===== config.mk =====
export PLATFORM = sky130hd
export DESIGN_NAME = nor_cmd_ctrl
export DESIGN_NICKNAME = d
export VERILOG_FILES = /design/src/rtl/flash_pkg.sv /design/src/rtl/flash_cmd_dec.sv /design/src/rtl/flash_op_eng.sv /design/src/rtl/flash_mem.sv /design/src/rtl/nor_cmd_ctrl.sv
export SDC_FILE = /design/constraint.sdc
export NUM_CORES = 2
export LEC_CHECK = 0
export BUFFER_PORTS_ARGS = -buffer_cell sky130_fd_sc_hd__buf_2
export CORE_AREA = 2 2 335 337
export CTS_BUF_LIST = sky130_fd_sc_hd__clkbuf_4
export CTS_CLUSTER_SIZE = 12
export DETAILED_ROUTE_END_ITERATION = 7
export DIE_AREA = 0 0 337 339
export PLACE_DENSITY = 0.72
export SYNTH_ARGS = -nofsm -noshare
export SYNTH_HDL_FRONTEND = slang
export SYNTH_SLANG_ARGS = --single-unit

===== constraint.sdc =====
create_clock -name clk_i -period 2.5 [get_ports clk_i]
set_input_delay 0.125 -clock clk_i [delete_from_list [all_inputs] [get_ports clk_i]]
set_output_delay 0.125 -clock clk_i [all_outputs]
set_load 0.01 [all_outputs]

===== src/rtl/flash_pkg.sv =====
package flash_pkg;
  typedef enum logic [2:0] {OP_IDLE, OP_PGM, OP_PRE, OP_ERS, OP_SUSP} op_st_e;
  typedef enum logic [2:0] {
    CS_READ, CS_UNL1, CS_UNL2, CS_PDATA, CS_ESET, CS_EUNL1, CS_EUNL2
  } cmd_st_e;

  localparam logic [7:0]  KEY1     = 8'hAA;
  localparam logic [7:0]  KEY2     = 8'h55;
  localparam logic [7:0]  OPC_PGM  = 8'hA0;
  localparam logic [7:0]  OPC_ESET = 8'h80;
  localparam logic [7:0]  OPC_CHIP = 8'h10;
  localparam logic [7:0]  OPC_SECT = 8'h30;
  localparam logic [7:0]  OPC_BYP  = 8'h20;
  localparam logic [7:0]  OPC_SUSP = 8'hB0;
  localparam logic [7:0]  OPC_RES  = 8'h30;
  localparam logic [7:0]  OPC_RST  = 8'hF0;
  localparam logic [10:0] ADR1     = 11'h555;
  localparam logic [10:0] ADR2     = 11'h2AA;
endpackage


===== src/rtl/flash_cmd_dec.sv =====
module flash_cmd_dec
  import flash_pkg::*;
(
  input  logic        clk_i,
  input  logic        rst_ni,
  input  logic        wr_i,
  input  logic [10:0] cmd_addr_i,
  input  logic [7:0]  data_i,
  input  logic        busy_i,
  input  logic        erasing_i,
  input  logic        susp_i,
  output logic        start_pgm_o,
  output logic        start_sect_o,
  output logic        start_chip_o,
  output logic        susp_req_o,
  output logic        res_req_o
);
  cmd_st_e cs, cs_n;
  logic    byp, byp_n;
  logic    a1, a2;

  assign a1 = (cmd_addr_i == ADR1);
  assign a2 = (cmd_addr_i == ADR2);

  always_comb begin
    cs_n         = cs;
    byp_n        = byp;
    start_pgm_o  = 1'b0;
    start_sect_o = 1'b0;
    start_chip_o = 1'b0;
    susp_req_o   = 1'b0;
    res_req_o    = 1'b0;
    if (wr_i) begin
      if (busy_i) begin
        if (erasing_i && data_i == OPC_SUSP) susp_req_o = 1'b1;
      end else if (data_i == OPC_RST && cs != CS_PDATA) begin
        cs_n  = CS_READ;
        byp_n = 1'b0;
      end else begin
        case (cs)
          CS_READ: begin
            if (susp_i && data_i == OPC_RES)      res_req_o = 1'b1;
            else if (byp && data_i == OPC_PGM)    cs_n = CS_PDATA;
            else if (!byp && a1 && data_i == KEY1) cs_n = CS_UNL1;
          end
          CS_UNL1: cs_n = (a2 && data_i == KEY2) ? CS_UNL2 : CS_READ;
          CS_UNL2: begin
            cs_n = CS_READ;
            if (a1) begin
              if (data_i == OPC_PGM)                   cs_n  = CS_PDATA;
              else if (data_i == OPC_ESET && !susp_i)  cs_n  = CS_ESET;
              else if (data_i == OPC_BYP && !susp_i)   byp_n = 1'b1;
            end
          end
          CS_PDATA: begin
            start_pgm_o = 1'b1;
            cs_n        = CS_READ;
          end
          CS_ESET:  cs_n = (a1 && data_i == KEY1) ? CS_EUNL1 : CS_READ;
          CS_EUNL1: cs_n = (a2 && data_i == KEY2) ? CS_EUNL2 : CS_READ;
          CS_EUNL2: begin
            cs_n = CS_READ;
            if (a1 && data_i == OPC_CHIP)  start_chip_o = 1'b1;
            else if (data_i == OPC_SECT)   start_sect_o = 1'b1;
          end
          default: cs_n = CS_READ;
        endcase
      end
    end
  end

  always_ff @(posedge clk_i or negedge rst_ni) begin
    if (!rst_ni) begin
      cs  <= CS_READ;
      byp <= 1'b0;
    end else begin
      cs  <= cs_n;
      byp <= byp_n;
    end
  end


  busy_ignore_chk: assert property (@(posedge clk_i) disable iff (!rst_ni)
    (wr_i && busy_i) |=> ($stable(cs) && $stable(byp)));
endmodule


===== src/rtl/flash_op_eng.sv =====
module flash_op_eng
  import flash_pkg::*;
#(
  parameter int NSECT   = 8,
  parameter int SECT_W  = 3,
  parameter int IDX_W   = 7,
  parameter int PGM_CYC = 8,
  parameter int PRE_CYC = 16,
  parameter int ERS_CYC = 32
) (
  input  logic             clk_i,
  input  logic             rst_ni,
  input  logic             start_pgm_i,
  input  logic [IDX_W-1:0] pgm_idx_i,
  input  logic [7:0]       pgm_data_i,
  input  logic             start_sect_i,
  input  logic             start_chip_i,
  input  logic [SECT_W-1:0] sect_i,
  input  logic             susp_req_i,
  input  logic             res_req_i,
  input  logic [NSECT-1:0] prot_i,
  output logic             busy_o,
  output logic             erasing_o,
  output logic             susp_o,
  output logic             pgm_en_o,
  output logic [IDX_W-1:0] pgm_idx_o,
  output logic [7:0]       pgm_data_o,
  output logic             fill_en_o,
  output logic [7:0]       fill_val_o,
  output logic [NSECT-1:0] fill_mask_o,
  output logic             poll_bit_o
);
  localparam int MAXC  = (PGM_CYC > PRE_CYC) ?
                         ((PGM_CYC > ERS_CYC) ? PGM_CYC : ERS_CYC) :
                         ((PRE_CYC > ERS_CYC) ? PRE_CYC : ERS_CYC);
  localparam int CNT_W = $clog2(MAXC + 1);

  op_st_e            st, ph;
  logic [CNT_W-1:0]  pcnt, ecnt;
  logic              ret_susp;
  logic [NSECT-1:0]  emask, emask_new, sel;
  logic [IDX_W-1:0]  p_idx;
  logic [7:0]        p_data;
  logic [SECT_W-1:0] in_sec, p_sec;

  assign in_sec    = pgm_idx_i[IDX_W-1 -: SECT_W];
  assign p_sec     = p_idx[IDX_W-1 -: SECT_W];
  assign sel       = NSECT'(1) << sect_i;
  assign emask_new = (start_chip_i ? {NSECT{1'b1}} : sel) & ~prot_i;

  always_ff @(posedge clk_i or negedge rst_ni) begin
    if (!rst_ni) begin
      st       <= OP_IDLE;
      ph       <= OP_PRE;
      pcnt     <= '0;
      ecnt     <= '0;
      ret_susp <= 1'b0;
      emask    <= '0;
      p_idx    <= '0;
      p_data   <= '0;
    end else begin
      case (st)
        OP_IDLE: begin
          if (start_pgm_i && !prot_i[in_sec]) begin
            st       <= OP_PGM;
            pcnt     <= CNT_W'(PGM_CYC - 1);
            ret_susp <= 1'b0;
            p_idx    <= pgm_idx_i;
            p_data   <= pgm_data_i;
          end else if ((start_sect_i || start_chip_i) && |emask_new) begin
            st    <= OP_PRE;
            ecnt  <= CNT_W'(PRE_CYC - 1);
            emask <= emask_new;
          end
        end
        OP_PGM: begin
          if (pcnt == '0) st <= ret_susp ? OP_SUSP : OP_IDLE;
          else            pcnt <= pcnt - 1'b1;
        end
        OP_PRE: begin
          if (susp_req_i) begin
            st <= OP_SUSP;
            ph <= OP_PRE;
          end else if (ecnt == '0) begin
            st   <= OP_ERS;
            ecnt <= CNT_W'(ERS_CYC - 1);
          end else begin
            ecnt <= ecnt - 1'b1;
          end
        end
        OP_ERS: begin
          if (susp_req_i) begin
            st <= OP_SUSP;
            ph <= OP_ERS;
          end else if (ecnt == '0) begin
            st    <= OP_IDLE;
            emask <= '0;
          end else begin
            ecnt <= ecnt - 1'b1;
          end
        end
        OP_SUSP: begin
          if (res_req_i) begin
            st <= ph;
          end else if (start_pgm_i && !prot_i[in_sec] && !emask[in_sec]) begin
            st       <= OP_PGM;
            pcnt     <= CNT_W'(PGM_CYC - 1);
            ret_susp <= 1'b1;
            p_idx    <= pgm_idx_i;
            p_data   <= pgm_data_i;
          end
        end
        default: st <= OP_IDLE;
      endcase
    end
  end

  assign busy_o      = (st == OP_PGM) || (st == OP_PRE) || (st == OP_ERS);
  assign erasing_o   = (st == OP_PRE) || (st == OP_ERS);
  assign susp_o      = (st == OP_SUSP);
  assign pgm_en_o    = (st == OP_PGM) && (pcnt == '0);
  assign pgm_idx_o   = p_idx;
  assign pgm_data_o  = p_data;
  assign fill_en_o   = erasing_o && (ecnt == '0) && !susp_req_i;
  assign fill_val_o  = (st == OP_PRE) ? 8'h00 : 8'hFF;
  assign fill_mask_o = emask;
  assign poll_bit_o  = (st == OP_PGM) ? ~p_data[7] : 1'b0;


  susp_hold_chk: assert property (@(posedge clk_i) disable iff (!rst_ni)
    (st == OP_SUSP && !res_req_i) |=> ($stable(ecnt) && $stable(emask)));

  single_write_chk: assert property (@(posedge clk_i) disable iff (!rst_ni)
    $onehot0({pgm_en_o, fill_en_o}));

  pgm_excl_chk: assert property (@(posedge clk_i) disable iff (!rst_ni)
    pgm_en_o |-> !emask[p_sec]);
endmodule


===== src/rtl/flash_mem.sv =====
module flash_mem #(
  parameter int NSECT = 8,
  parameter int OFF_W = 4,
  parameter int IDX_W = 7
) (
  input  logic             clk_i,
  input  logic             rst_ni,
  input  logic             pgm_en_i,
  input  logic [IDX_W-1:0] pgm_idx_i,
  input  logic [7:0]       pgm_data_i,
  input  logic             fill_en_i,
  input  logic [7:0]       fill_val_i,
  input  logic [NSECT-1:0] fill_mask_i,
  input  logic [IDX_W-1:0] rd_idx_i,
  output logic [7:0]       rd_data_o
);
  localparam int DEPTH = 1 << OFF_W;
  localparam int N     = NSECT * DEPTH;

  logic [7:0] mem [N];

  for (genvar g = 0; g < N; g++) begin : g_byte
    localparam int SI = g / DEPTH;
    always_ff @(posedge clk_i or negedge rst_ni) begin
      if (!rst_ni) begin
        mem[g] <= 8'hFF;
      end else if (fill_en_i && fill_mask_i[SI]) begin
        mem[g] <= fill_val_i;
      end else if (pgm_en_i && pgm_idx_i == IDX_W'(g)) begin
        mem[g] <= mem[g] & pgm_data_i;
      end
    end
  end

  assign rd_data_o = mem[rd_idx_i];
endmodule


===== src/rtl/nor_cmd_ctrl.sv =====
module nor_cmd_ctrl #(
  parameter int ADDR_W  = 17,
  parameter int SECT_W  = 3,
  parameter int OFF_W   = 4,
  parameter int PGM_CYC = 8,
  parameter int PRE_CYC = 16,
  parameter int ERS_CYC = 32
) (
  input  logic                   clk_i,
  input  logic                   rst_ni,
  input  logic                   ce_ni,
  input  logic                   we_ni,
  input  logic                   oe_ni,
  input  logic [ADDR_W-1:0]      addr_i,
  input  logic [7:0]             data_i,
  output logic [7:0]             data_o,
  input  logic [(1<<SECT_W)-1:0] prot_i,
  input  logic                   vlow_i
);
  localparam int NSECT = 1 << SECT_W;
  localparam int IDX_W = SECT_W + OFF_W;

  logic              wr, rd, tgl;
  logic [SECT_W-1:0] sect;
  logic [IDX_W-1:0]  idx, pgm_idx;
  logic              start_pgm, start_sect, start_chip, susp_req, res_req;
  logic              busy, erasing, susp, pgm_en, fill_en, poll_bit;
  logic [7:0]        pgm_data, fill_val, rd_data;
  logic [NSECT-1:0]  fill_mask;
  logic              unused_addr;

  assign wr          = !ce_ni && !we_ni && oe_ni && !vlow_i;
  assign rd          = !ce_ni && !oe_ni && we_ni;
  assign sect        = addr_i[ADDR_W-1 -: SECT_W];
  assign idx         = {sect, addr_i[OFF_W-1:0]};
  assign unused_addr = ^addr_i;

  flash_cmd_dec u_dec (
    .clk_i, .rst_ni,
    .wr_i        (wr),
    .cmd_addr_i  (addr_i[10:0]),
    .data_i,
    .busy_i      (busy),
    .erasing_i   (erasing),
    .susp_i      (susp),
    .start_pgm_o (start_pgm),
    .start_sect_o(start_sect),
    .start_chip_o(start_chip),
    .susp_req_o  (susp_req),
    .res_req_o   (res_req)
  );

  flash_op_eng #(
    .NSECT(NSECT), .SECT_W(SECT_W), .IDX_W(IDX_W),
    .PGM_CYC(PGM_CYC), .PRE_CYC(PRE_CYC), .ERS_CYC(ERS_CYC)
  ) u_eng (
    .clk_i, .rst_ni,
    .start_pgm_i (start_pgm),
    .pgm_idx_i   (idx),
    .pgm_data_i  (data_i),
    .start_sect_i(start_sect),
    .start_chip_i(start_chip),
    .sect_i      (sect),
    .susp_req_i  (susp_req),
    .res_req_i   (res_req),
    .prot_i,
    .busy_o      (busy),
    .erasing_o   (erasing),
    .susp_o      (susp),
    .pgm_en_o    (pgm_en),
    .pgm_idx_o   (pgm_idx),
    .pgm_data_o  (pgm_data),
    .fill_en_o   (fill_en),
    .fill_val_o  (fill_val),
    .fill_mask_o (fill_mask),
    .poll_bit_o  (poll_bit)
  );

  flash_mem #(.NSECT(NSECT), .OFF_W(OFF_W), .IDX_W(IDX_W)) u_mem (
    .clk_i, .rst_ni,
    .pgm_en_i   (pgm_en),
    .pgm_idx_i  (pgm_idx),
    .pgm_data_i (pgm_data),
    .fill_en_i  (fill_en),
    .fill_val_i (fill_val),
    .fill_mask_i(fill_mask),
    .rd_idx_i   (idx),
    .rd_data_o  (rd_data)
  );

  // status byte while busy; toggle advances per read
  always_ff @(posedge clk_i or negedge rst_ni) begin
    if (!rst_ni) begin
      data_o <= 8'hFF;
      tgl    <= 1'b0;
    end else if (rd) begin
      if (busy) begin
        data_o <= {poll_bit, tgl, 6'b0};
        tgl    <= ~tgl;
      end else begin
        data_o <= rd_data;
      end
    end
  end


  vlow_gate_chk: assert property (@(posedge clk_i) disable iff (!rst_ni)
    vlow_i |-> !(start_pgm || start_sect || start_chip || susp_req || res_req));

  prot_fill_chk: assert property (@(posedge clk_i) disable iff (!rst_ni)
    fill_en |-> ((fill_mask & prot_i) == '0));

  idle_tgl_chk: assert property (@(posedge clk_i) disable iff (!rst_ni)
    !busy |=> $stable(tgl));
endmodule


==> run metrics <==
maxcap violations=0; post-synthesis simple-gate area fraction=0.113; Final TNS setup=-0.465 ns; detailed placer's ending HPWL=96,800 um; register share of total power=0.509; Rel. slew slack=0.286; Synth Area in Adders=0.000759; post-synthesis mux area share=0.128; Clock Sinks=1,077; Register Area=28,200 um2; CTS tree=built; Layout Nets=5,070; share of post-route cells with drive strength above 1=0.471; DRC errors left=0; combinational family with the most area after synthesis=compound AO/OA/AOI/OAI gates; Initial DRT Pass Iterations=6; largest area contributor in the netlist=dfstp_2; Setup crit start kind=input port; HP Class=in2reg; failing checks=setup timing; Final Cycle Share=1.02; commonest non-fill, non-tap cell in the layout=nand2_1; Post-Syn Area=49,500 um2; RSZ-0062 raised after global routing=yes; setup violators final=17; Initial Util=0.448; Clock Tree Buf Depth=4; Num CTS Buffers=290; Yosys top cell area share=0.548; initial antenna violation count=8; pin count of the biggest net entering global routing=118; sequential share of the synthesized area=0.571; Worst Tran Pin Value=1.07 ns; asr flop ratio synth=1.00; Top Ports=47; width of the die=337 um; crit path capture type=flop; P_leak=0.0286 uW; H-tree levels=5; Via density=6.01; drt wl/cell=23.1 um; area of the multi-input gates=20,600 um2; internal power=26,000 uW; Vias=40,300; compound-gate portion of the synthesized area=0.156; Final WS setup=-0.0530 ns; Clock Tree Root=clkbuf_4; worst path required time=3.53 ns; Layout fillers=9,026; Ys Warns=0; EDFF count, synth=0; synth-to-layout area growth=22.0%; clock group share of total power=0.422; Max Clk Rate=0.392 GHz; GRT Util Overall=0.266; Synth Area in XOR/XNOR=0.000885; run status=complete, but fails checks; Post-DRT Antenna Nets=0; Synth cell types=82; die height=339 um; most frequent cells in the layout=nand2_1, dfstp_2, o21ai_0, clkbuf_4, buf_4; Power Density=577 nW/um2; Clock transition at path regs=0.06 ns; first-pass GRT wire length=235,000 um; global placement routability congestion=0.960; Net Switching=8860 uW; Iter 0 DRT Violations=4,607; Rows=122; arrival time at the worst endpoint=3.58 ns; worst-path maximum fanout=4; Worst Skew=0.0886 ns; Most used DFF post-synth=dfstp_2; switching portion of total power=0.254; ranking of synthesized cells by area=dfstp_2, mux4_2, o21ai_0, nand2_1, dfrtp_1; post-layout minimum cycle time=2.55 ns; VDD IR max=0.372 mV; final hold viol count=0; port bufs=43; synthesized flop and latch total=1,077; Syn Nets=4,470; grt ovf=0; Setup CP Type=in2reg; Gate power share=0.069; gate count after technology mapping=4,428; Die Footprint=114,000 um2; number of global-route vias before repair=40,300; core area=110,000 um2; max-slew violations=0; insertion delay to the later sink of the worst-skew pair=1.18 ns; Setup WS pre-CTS=-0.560 ns; synthesized area per cell=11.2 um2; final WL=155,000 um
==> flip-flops by register name (all words and copies together) (netlist names) <==
signal and count:
u_eng.st 3, u_eng.ph 1, u_dec.byp 1, tgl 1, u_dec.cs 3, u_eng.ret_susp 1, data_o 8, u_eng.ecnt 6
u_eng.pgm_idx_o 7, u_eng.pcnt 6, u_eng.fill_mask_o 8, u_eng.pgm_data_o 8, u_mem.mem 1024
==> repair_timing <==
item / 4_1_cts / 5_1_grt
setup endpoints to repair: 254 / 865
gates cloned: 2 / 6
setup buffers: 8 / 40
hold endpoints to repair: 1129 / 1
resized for setup: 45 / 203
hold buffers: 72 / 1
pin swaps: 3 / 22
==> worst max-delay path, cell delays in order <==
cell and delay (ns):
dlygate4sd3_1 0.56, buf_2 0.15, nor4bb_1 0.26, dlygate4sd3_1 0.63
nand3_1 0.08, dlygate4sd3_1 0.57, o31ai_1 0.27, o211ai_1 0.19
o22ai_1 0.18, dlygate4sd3_1 0.57
==> layer usage <==
layer,global-route usage,vias up,share of wire
met5,0.00723,-,0.00080
met4,0.130,2,0.046
met3,0.0762,456,0.10
met2,0.404,2253,0.46
met1,0.350,20400,0.39
li1,-,17100,-
==> power by group through the flow <==
stage          Combinational, uW  Sequential (uW)  Clock, uW
6_report                    2400            17700      14700
5_1_grt                     2530            17700      16000
4_1_cts                     2300            17700      15000
3_5_place_dp                2150            18000          0
3_3_place_gp                2120            18000          0
2_1_floorplan                877            18000          0
==> kinds of logic (layout without fill, tap and decap cells) <==
group,after synthesis,in the layout
fa+ha+maj,3,3
flops,1077,1077
xor+xnor,5,5
mux,309,309
simple gates,1321,1324
compound gates,1391,1391
buf+inv,322,1090
other cells,0,14
==> stage by stage <==
| step | std cells | utilization | hold slack [ns] | instance area (um2) | total power (uW) |
|---|---|---|---|---|---|
| CTS | 6642 | 0.537 | 0.0175 | 59200 | 35000 |
| finish | 6701 | 0.547 | 0.165 | 60300 | 34800 |
| global route | 6692 | 0.546 | 0.0992 | 60300 | 36300 |
| global placement | 6097 | 0.497 | 0.323 | 54900 | 20100 |
| detailed placement | 6097 | 0.497 | 0.335 | 54900 | 20100 |
| floorplan | 4428 | - | -0.171 | 49500 | 18800 |
==> synthesized netlist by cell type, types with 7 or more instances <==
cell and instances:
nand2_1 1070, dfstp_2 1032, o21ai_0 1030, mux4_2 258, buf_2 179, a21oi_1 105
clkbuf_1 98, a22oi_1 92, a21oi_2 74, nor2b_1 54, nor2_1 49, dfrtp_1 45
mux2i_1 28, nand3_1 17, nor4_1 17, inv_1 16, o21ai_1 16, nand2b_1 15
buf_1 14, mux2_2 14, nor3_1 13, a21boi_0 11, clkbuf_2 11, a22o_1 10
o211ai_1 10, mux2_1 9, a221oi_1 8, and2_0 7, or4_1 7
==> final timing paths <==
| path | start | endpoint | cells past startpoint | slack [ns] |
|---|---|---|---|---|
| setup / recovery | addr_i[9] | u_dec.cs[0] | 10 | -0.05 |
| hold / removal | addr_i[3] | u_eng.pgm_idx_o[3] | 4 | 0.17 |
| max in group asynchronous | rst_ni | u_mem.mem[730] | 6 | 1.35 |
| setup reg to reg | u_eng.st[2] | u_mem.mem[182] | 9 | -0.04 |
| hold reg to reg | u_mem.mem[692] | u_mem.mem[692] | 2 | 0.47 |
| min in group asynchronous | rst_ni | u_mem.mem[294] | 4 | 0.32 |
==> layout make-up <==
class                      instances  area share
sequential                      1077       0.468
multi-input combinational       3032       0.342
timing repair buffer             611       0.103
clock buffer                     387      0.0482
tap                             1488      0.0309
clock inverter                    76     0.00633
inverter                          16    0.000995
antenna                           14    0.000581
Note: power is estimated with default switching activity, not from simulation.
